### src/rtl/nvd_pkg.sv
package nvd_pkg;
  typedef enum logic [1:0] {
    M_BYTE  = 2'b00,
    M_RSVD  = 2'b01,
    M_ROW   = 2'b10,
    M_BLOCK = 2'b11
  } nvd_mode_e;

  localparam logic [1:0] SEL_CTRL = 2'd0;
  localparam logic [1:0] SEL_ADDR = 2'd1;
  localparam logic [1:0] SEL_DATA = 2'd2;
endpackage

### src/rtl/nvd_array.sv
module nvd_array #(
  parameter int ADDR_W = 9,
  parameter int DATA_W = 8
) (
  input  logic              clk,
  input  logic              we,
  input  logic [ADDR_W-1:0] waddr,
  input  logic [DATA_W-1:0] wdata,
  input  logic [ADDR_W-1:0] raddr,
  output logic [DATA_W-1:0] rdata
);
  localparam int DEPTH = 1 << ADDR_W;

  logic [DATA_W-1:0] mem [DEPTH];

  // simple dual-port, registered read: maps onto block RAM
  always_ff @(posedge clk) begin
    if (we) mem[waddr] <= wdata;
    rdata <= mem[raddr];
  end
endmodule

### src/rtl/nvd_seq.sv
module nvd_seq #(
  parameter int ADDR_W   = 9,
  parameter int PROG_CYC = 800000,
  parameter int READ_CYC = 3
) (
  input  logic              clk,
  input  logic              rst,
  input  logic              start_i,
  input  logic              read_i,
  input  logic [ADDR_W-1:0] base_i,
  input  logic [ADDR_W:0]   len_i,
  output logic              busy_o,
  output logic              last_o,
  output logic              read_last_o,
  output logic              we_o,
  output logic [ADDR_W-1:0] waddr_o
);
  localparam int CNT_W = $clog2(PROG_CYC + 1);

  logic              busy_q, read_q;
  logic [CNT_W-1:0]  cnt_q, lim;
  logic [ADDR_W:0]   fidx_q, len_q;
  logic [ADDR_W-1:0] base_q;

  assign lim         = read_q ? CNT_W'(READ_CYC) : CNT_W'(PROG_CYC);
  assign last_o      = busy_q && (cnt_q == lim - 1'b1);
  assign read_last_o = last_o && read_q;
  assign busy_o      = busy_q;
  assign we_o        = busy_q && !read_q && (fidx_q < len_q);
  assign waddr_o     = base_q | fidx_q[ADDR_W-1:0];

  always_ff @(posedge clk) begin
    if (rst) begin
      busy_q <= 1'b0;
      read_q <= 1'b0;
      cnt_q  <= '0;
      fidx_q <= '0;
      len_q  <= '0;
      base_q <= '0;
    end else if (start_i && !busy_q) begin
      busy_q <= 1'b1;
      read_q <= read_i;
      cnt_q  <= '0;
      fidx_q <= '0;
      len_q  <= len_i;
      base_q <= base_i;
    end else if (busy_q) begin
      if (last_o) busy_q <= 1'b0;
      else        cnt_q  <= cnt_q + 1'b1;
      if (we_o)   fidx_q <= fidx_q + 1'b1;
    end
  end
endmodule

### src/rtl/nvdata_ctl.sv
module nvdata_ctl
  import nvd_pkg::*;
#(
  parameter int ADDR_W   = 9,
  parameter int DATA_W   = 8,
  parameter int ROW_W    = 6,
  parameter int PROG_CYC = 800000,
  parameter int READ_CYC = 3
) (
  input  logic              clk,
  input  logic              rst,
  input  logic              wr_en,
  input  logic [1:0]        wr_sel,
  input  logic [DATA_W-1:0] wr_data,
  input  logic [1:0]        rd_sel,
  output logic [DATA_W-1:0] rd_data,
  input  logic              ie_periph,
  input  logic              ie_global,
  input  logic              hv_fault,
  output logic              busy,
  output logic              irq
);
  localparam int LO_W    = ADDR_W - 1;
  localparam int LEN_W   = ADDR_W + 1;
  localparam int ROW_LEN = 1 << ROW_W;
  localparam int ARR_LEN = 1 << ADDR_W;
  localparam logic [ADDR_W-1:0] ROW_MASK = {{(ADDR_W-ROW_W){1'b1}}, {ROW_W{1'b0}}};

  logic              flag_q, hverr_q, hi_q, dw_q, irq_q;
  nvd_mode_e         mode_q;
  logic [LO_W-1:0]   addr_q;
  logic [DATA_W-1:0] data_q, rd_q, mem_q;

  logic              addr_wr, data_wr, ctrl_wr;
  logic              start, is_read;
  logic [ADDR_W-1:0] full_addr, base;
  logic [LEN_W-1:0]  len;
  logic              last, read_last, mem_we;
  logic [ADDR_W-1:0] mem_waddr;

  assign ctrl_wr   = wr_en && (wr_sel == SEL_CTRL);
  assign addr_wr   = wr_en && (wr_sel == SEL_ADDR) && !busy;
  assign data_wr   = wr_en && (wr_sel == SEL_DATA) && !busy;
  assign full_addr = {hi_q, wr_data[LO_W-1:0]};

  always_comb begin
    start   = 1'b0;
    is_read = 1'b0;
    base    = full_addr;
    len     = LEN_W'(1);
    unique case (mode_q)
      M_BYTE: begin
        start   = addr_wr;
        is_read = !dw_q;
      end
      M_ROW: begin
        start = addr_wr;
        base  = full_addr & ROW_MASK;
        len   = LEN_W'(ROW_LEN);
      end
      M_BLOCK: begin
        start = addr_wr && hi_q;
        base  = '0;
        len   = LEN_W'(ARR_LEN);
      end
      default: start = 1'b0;
    endcase
  end

  nvd_seq #(
    .ADDR_W(ADDR_W), .PROG_CYC(PROG_CYC), .READ_CYC(READ_CYC)
  ) u_seq (
    .clk(clk), .rst(rst), .start_i(start), .read_i(is_read),
    .base_i(base), .len_i(len), .busy_o(busy), .last_o(last),
    .read_last_o(read_last), .we_o(mem_we), .waddr_o(mem_waddr)
  );

  nvd_array #(.ADDR_W(ADDR_W), .DATA_W(DATA_W)) u_mem (
    .clk(clk), .we(mem_we), .waddr(mem_waddr), .wdata(data_q),
    .raddr({hi_q, addr_q}), .rdata(mem_q)
  );

  always_ff @(posedge clk) begin
    if (rst) begin
      flag_q  <= 1'b0;
      hverr_q <= 1'b0;
      mode_q  <= M_BYTE;
      hi_q    <= 1'b0;
      addr_q  <= '0;
      data_q  <= '0;
      dw_q    <= 1'b0;
      irq_q   <= 1'b0;
      rd_q    <= '0;
    end else begin
      // status flags: hardware set wins over a software clear
      flag_q  <= last     | (flag_q  & ~(ctrl_wr & ~wr_data[7]));
      hverr_q <= hv_fault | (hverr_q & ~(ctrl_wr & ~wr_data[6]));
      if (ctrl_wr && !busy) begin
        mode_q <= nvd_mode_e'(wr_data[5:4]);
        hi_q   <= wr_data[0];
      end
      if (addr_wr) begin
        addr_q <= wr_data[LO_W-1:0];
        dw_q   <= 1'b0;
      end
      if (data_wr) begin
        data_q <= wr_data;
        dw_q   <= 1'b1;
      end else if (read_last) begin
        data_q <= mem_q;
      end
      irq_q <= flag_q & ie_periph & ie_global;
      unique case (rd_sel)
        SEL_CTRL: rd_q <= {flag_q, hverr_q, mode_q, 3'b000, hi_q};
        SEL_ADDR: rd_q <= addr_q;
        SEL_DATA: rd_q <= data_q;
        default:  rd_q <= '0;
      endcase
    end
  end

  assign rd_data = rd_q;
  assign irq     = irq_q;
endmodule

### config.mk
export PLATFORM = sky130hd
export DESIGN_NAME = nvdata_ctl
export DESIGN_NICKNAME = d
export VERILOG_FILES = /design/src/rtl/nvd_pkg.sv /design/src/rtl/nvd_array.sv /design/src/rtl/nvd_seq.sv /design/src/rtl/nvdata_ctl.sv
export SDC_FILE = /design/constraint.sdc
export NUM_CORES = 2
export LEC_CHECK = 0
export BUFFER_PORTS_ARGS = -buffer_cell sky130_fd_sc_hd__buf_2
export CAP_MARGIN = 20
export CORE_ASPECT_RATIO = 0.9
export CORE_MARGIN = 10
export CORE_UTILIZATION = 53
export DETAILED_ROUTE_END_ITERATION = 12
export PLACE_DENSITY = 0.77
export SYNTH_ARGS = -nofsm -noshare
export SYNTH_HDL_FRONTEND = slang
export SYNTH_HIERARCHICAL = 1
export SYNTH_SLANG_ARGS = --single-unit
### constraint.sdc
create_clock -name clk -period 8.5 [get_ports clk]
set_input_delay 1.7 -clock clk [delete_from_list [all_inputs] [get_ports clk]]
set_output_delay 1.7 -clock clk [all_outputs]
set_load 0.005 [all_outputs]
Word level (Yosys, flattened, before mapping)
Memory sizes are Yosys's and may differ from the RTL's. A register that Yosys moved wholly into a read port is not among the register bits.
Index checks and enable logic that the tools add are counted.
{"block": "word_totals", "ramBits": 4096, "mem_bits_ro": 0, "regBits": 82, "elab_cells": 80, "out_inout_bits": 10, "memories": 1, "input_bits": 18, "latchBits": 0}
{"name": "u_mem.mem", "words": 512, "word_bits": 8, "read_ports": 1, "rd_ports_with_merged_regs": 1, "write_ports": 1, "line": "nvd_array.sv:14", "source": "logic [DATA_W-1:0] mem [DEPTH];"}
{"block": "classes", "reduce_logical": 24, "multipliers": 0, "n_eq_ne": 7, "n_mux": 15, "magnitude_cmp": 1, "shift": 0, "addsub": 3, "bitwise": 14, "n_div": 0}
{"operator": "8-bit one-hot mux with 3 select lines", "n": 1}
{"operator": "20-bit by 1-bit adder with 20-bit output, second input constant", "n": 1}
{"operator": "20-bit == test", "n": 1}
{"operator": "20-bit 2-to-1 mux", "n": 1}
{"operator": "10-bit one-hot mux with 2 select lines", "n": 1}
{"operator": "20-bit by 1-bit subtractor with 20-bit output, second input constant", "n": 1}
{"operator": "9-bit one-hot mux with 2 select lines", "n": 1}
{"operator": "8-bit 2-to-1 mux", "n": 2}
{"operator": "1-bit logical AND", "n": 12}
{"operator": "10-bit by 1-bit adder with 10-bit output, second input constant", "n": 1}
{"operator": "10-bit less-than comparator", "n": 1}
{"operator": "9-bit OR", "n": 1}
{"operator": "2-bit == test, second input constant", "n": 4}
{"operator": "1-bit 2-to-1 mux", "n": 8}
{"operator": "1-bit AND", "n": 6}
{"operator": "2-bit zero test", "n": 3}
{"operator": "1-bit NOT", "n": 5}
{"operator": "2-bit by 1-bit == test with 1-bit output, second input constant", "n": 2}
{"operator": "2-bit AND reduction", "n": 2}
{"operator": "2-bit nonzero test", "n": 2}
{"operator": "2-bit OR reduction", "n": 2}
{"operator": "1-bit zero test", "n": 3}
{"operator": "1-bit OR", "n": 2}
{"operator": "1-bit one-hot mux with 2 select lines", "n": 1}

Depth between registers and ports, before layout
{"block": "logic_depth", "word_depth": 7, "depth_mapped": 12, "ltp_nobuf": 10}

Modules after synthesis
Netlist, hierarchy kept.
{"module": "nvd_array", "area_per_inst_um2": 159927.1, "seq_area_each_um2": 123158.1, "cells_each": 8030, "n_inst": 1}
{"module": "nvd_seq", "area_per_inst_um2": 2691.3, "seq_area_each_um2": 1021.0, "cells_each": 338, "n_inst": 1}
{"module": "nvdata_ctl", "area_per_inst_um2": 1368.8, "seq_area_each_um2": 620.6, "cells_each": 150, "n_inst": 1}

Worst setup path after synthesis
OpenSTA, ideal clock, no wires.
{"block": "synth_timing", "path_type": "reg2reg", "from": "reg data_q[0]", "to": "mem u_mem.mem[0][0], data pin", "arrival_time_ns": 6.530, "path_slack_ns": 0.458, "synth_period_minus_slack_ns": 8.042, "required_ns": 6.988, "n_path_buf": 0, "setup_time_ns": 1.512, "path_stages_with_launch": 1, "cell_sequence": "dfxtp_1"}
{"item": "from (decl)", "line": "nvdata_ctl.sv:32", "source": "logic [DATA_W-1:0] data_q, rd_q, mem_q;"}
{"item": "from (signal assigned)", "line": "nvdata_ctl.sv:107", "source": "data_q <= wr_data;"}
{"item": "from (signal assigned)", "line": "nvdata_ctl.sv:110", "source": "data_q <= mem_q;"}
{"item": "to (decl)", "line": "nvd_array.sv:14"}
No word-level cell before the write port.

==> qor.yml <==
pwr:
  power_density_nw_per_um2: 228.7
  switching_share_pct: 20.61
  combPwrFrac_pct: 3.4
  p_sw_uw: 8502
  p_int_uw: 32750
  pwr-share-seq_pct: 55.1
  power_leakage_uw: 0.05381
  ir_drop_mv: 0.1980
  clkPwrFrac_pct: 41.6
clocking:
  worstSkewPairLatency_ns: 0.95
  cts_sinks: 4186
  clk_pin_slew_worst_paths_ns: 0.06
  cts_max_level: 5
  cts-hold-fix-buffers: 0
  cts_root_buffer: "clkbuf_16"
  cts_tree: "done"
  clockBufferDepth: 4
  cts_made_buffers: 385
  cts_resized: 0
  cts_setup_buffers: 0
global_routing:
  grt_overflow: 0
  grt_max_degree: 203
  antenna_found_initial: 22
  grt_use_total_pct: 24.25
  grt_pass1_vias: 85510
  grt_pass1_wl_um: 602200
critical_path:
  required_ns: 9.34
  cp-end-kind: "flop"
  crit_arrival_ns: 6.25
  crit_type: "reg -> reg"
  cp-start-kind: "flop"
  crit_path_max_fanout: 102
floorplan:
  rows: 193
  start_util_pct: 53.30
  die_w_um: 606.3
  core_area_um2: 307600
  io_pins: 28
  dieHeight_um: 547.7
  dieArea_um2: 332100
placed_design:
  dpl_worst_slack_ns: 3.347
  gp_congestion: 0.9088
  io_buffers: 27
  hpwl_um: 233700
  placed_area_um2: 167800
timing:
  setup_viol: 0
  slew_headroom_pct: 15.94
  rsz0062_at_grt: "false"
  final.period_utilization_pct: 63.65
  fmax_mhz: 184.8
  finalSetupTns_ns: 0
  period_needed_ns: 5.410
  final_max_slew_viol_count: 0
  hold_viol_final: 0
  worst_pin_slew_ns: 1.261
  skew_ns: 0.07185
  setup_slack_ns: 3.090
drt:
  drt-initial-drc-count: 13180
  ant_nets: 0
  vias: 87740
  drc: 0
  routed_wl_um: 413600
  vias_per_cell: 6.769
  firstDrtPassIters: 8
  routedWlPerCell_um: 31.91
final_layout:
  fin_util_pct: 58.64
  final_cell_mix: "edfxtp_1, mux2i_1, mux4_2"
  drive_above_1_share_pct: 16.44
  nets: 8583
  layout_commonest_cell: "edfxtp_1"
  area.growth.synth_to_final_pct: 10.02
  design_area_um2: 180400
yosys:
  synthMuxAreaShare_pct: 13.97
  async_reset_ff_share_pct: 0
  synth_top_family_by_area: "multiplexers"
  syn_area_um2: 164000
  synth-seq-area-share_pct: 76.10
  synthAdderAreaFrac_pct: 0.08393
  synth_seq_cells: 4186
  synth_compound_area_share_pct: 4.644
  synthSimpleGateAreaFrac_pct: 3.274
  ys_warn_count: 6
  synth_ff_type: "edfxtp_1"
  synth_cell_type_count: 75
  synth_area_per_cell_um2: 19.25
  synth_edf_count: 4096
  synth_xor_xnor_area_share_pct: 0
  syn_inst: 8518
run_status:
  status: "completed"
min_path:
  worstHoldPathType: "reg -> reg"
flow_run:
  max_cap_viol_count: 0
through the flow:
step | cells | total power (µW) | hold WS (ns)
after global placement | 12250 | 24460 | 0.4434
after detailed placement | 12250 | 24500 | 0.4490
after floorplan | 8524 | 24130 | 0.4316
final | 12960 | 41250 | 0.4561
after global routing | 12960 | 42210 | 0.4740
after CTS | 12950 | 41350 | 0.4578
Yosys cell counts, drive strengths merged (7+ instances only):
master	number	area share, %
nand2b	8	0.031
a211oi	30	0.14
nor2	632	1.4
o21ai	132	0.40
nor3	116	0.35
mux2i	817	5.0
edfxtp	4096	75
or3	17	0.065
o22ai	164	0.63
nand2	196	0.45
dfxtp	90	1.1
o221ai	372	2.0
a21oi	243	0.76
o311ai	7	0.037
nor2b	15	0.057
clkbuf	283	0.65
nand3	51	0.16
buf	258	1.2
nand4	41	0.16
o41ai	9	0.048
or2	15	0.057
nor4	41	0.16
mux4	654	9.0
inv	15	0.034
or4	13	0.060
ha	11	0.084
and2	24	0.092
o31ai	24	0.11
nor3b	10	0.046
a22oi	64	0.29
and3	9	0.034
o2111a	8	0.055
final cells by class:
class                           instances  area [µm²]
Clock inverter                        223        2245
Inverter                               16       67.56
Multi-Input combinational cell       3781       36240
Antenna cell                            6       15.01
Fill cell                           21190      127200
Tap cell                             4095        5124
Sequential cell                      4186      124800
Timing Repair Buffer                  184        1735
Clock buffer                          471       10150
kinds of logic after synthesis:
group | after synthesis
AOI/OAI and AO/OA | 1087
muxes | 1471
other | 1
and+or+nand+nor | 1205
buffers and inverters | 557
adders and majority gates | 11
DFF | 4186
worst paths after layout:
kind	cells after the start	startpoint	end	slack, ns
max	10	addr_q[0]	u_mem/rdata[3]	3.09
min	2	u_seq/len_q[7]	u_seq/len_q[7]	0.46
max reg2reg	10	addr_q[0]	u_mem/rdata[3]	3.09
min reg2reg	2	u_seq/len_q[7]	u_seq/len_q[7]	0.46
routing by layer:
layer / track usage (%) / share of wire, %
met2: 36.81 / 46
met3: 6.625 / 13
met1: 33.62 / 36
met4: 9.757 / 4.6
met5: 0 / 0.052
registers in the layout (all words and copies together) (netlist names):
signal and flops:
hverr_q 1, rd_data 8, dw_q 1, mode_q 2, u_mem/mem 4096, u_seq/len_q 10
irq 1, hi_q 1, u_mem/rdata 8, u_seq/cnt_q 20, flag_q 1, u_seq/busy_o 1
addr_q 8, u_seq/base_q 9, data_q 8, u_seq/fidx_q 10, u_seq/read_q 1
power groups by stage:
stage	Sequential, µW	Combinational, µW	Clock (µW)
global placement	23200	1290	0
floorplan	23400	716	0
detailed placement	23200	1330	0
finish	22700	1390	17100
CTS	22700	1340	17300
global route	22700	1440	18100
critical path: stages, from the launching register on:
cell and delay, ns:
dfxtp_4 0.91, buf_12 0.43, buf_12 0.62, mux2i_1 0.20, o221ai_1 0.45, a21oi_1 0.19
nor4_1 1.02, nand4_1 0.49, nor4_1 0.50, buf_4 0.23, o2111a_1 0.21
Note: power is estimated with default switching activity, not from simulation.
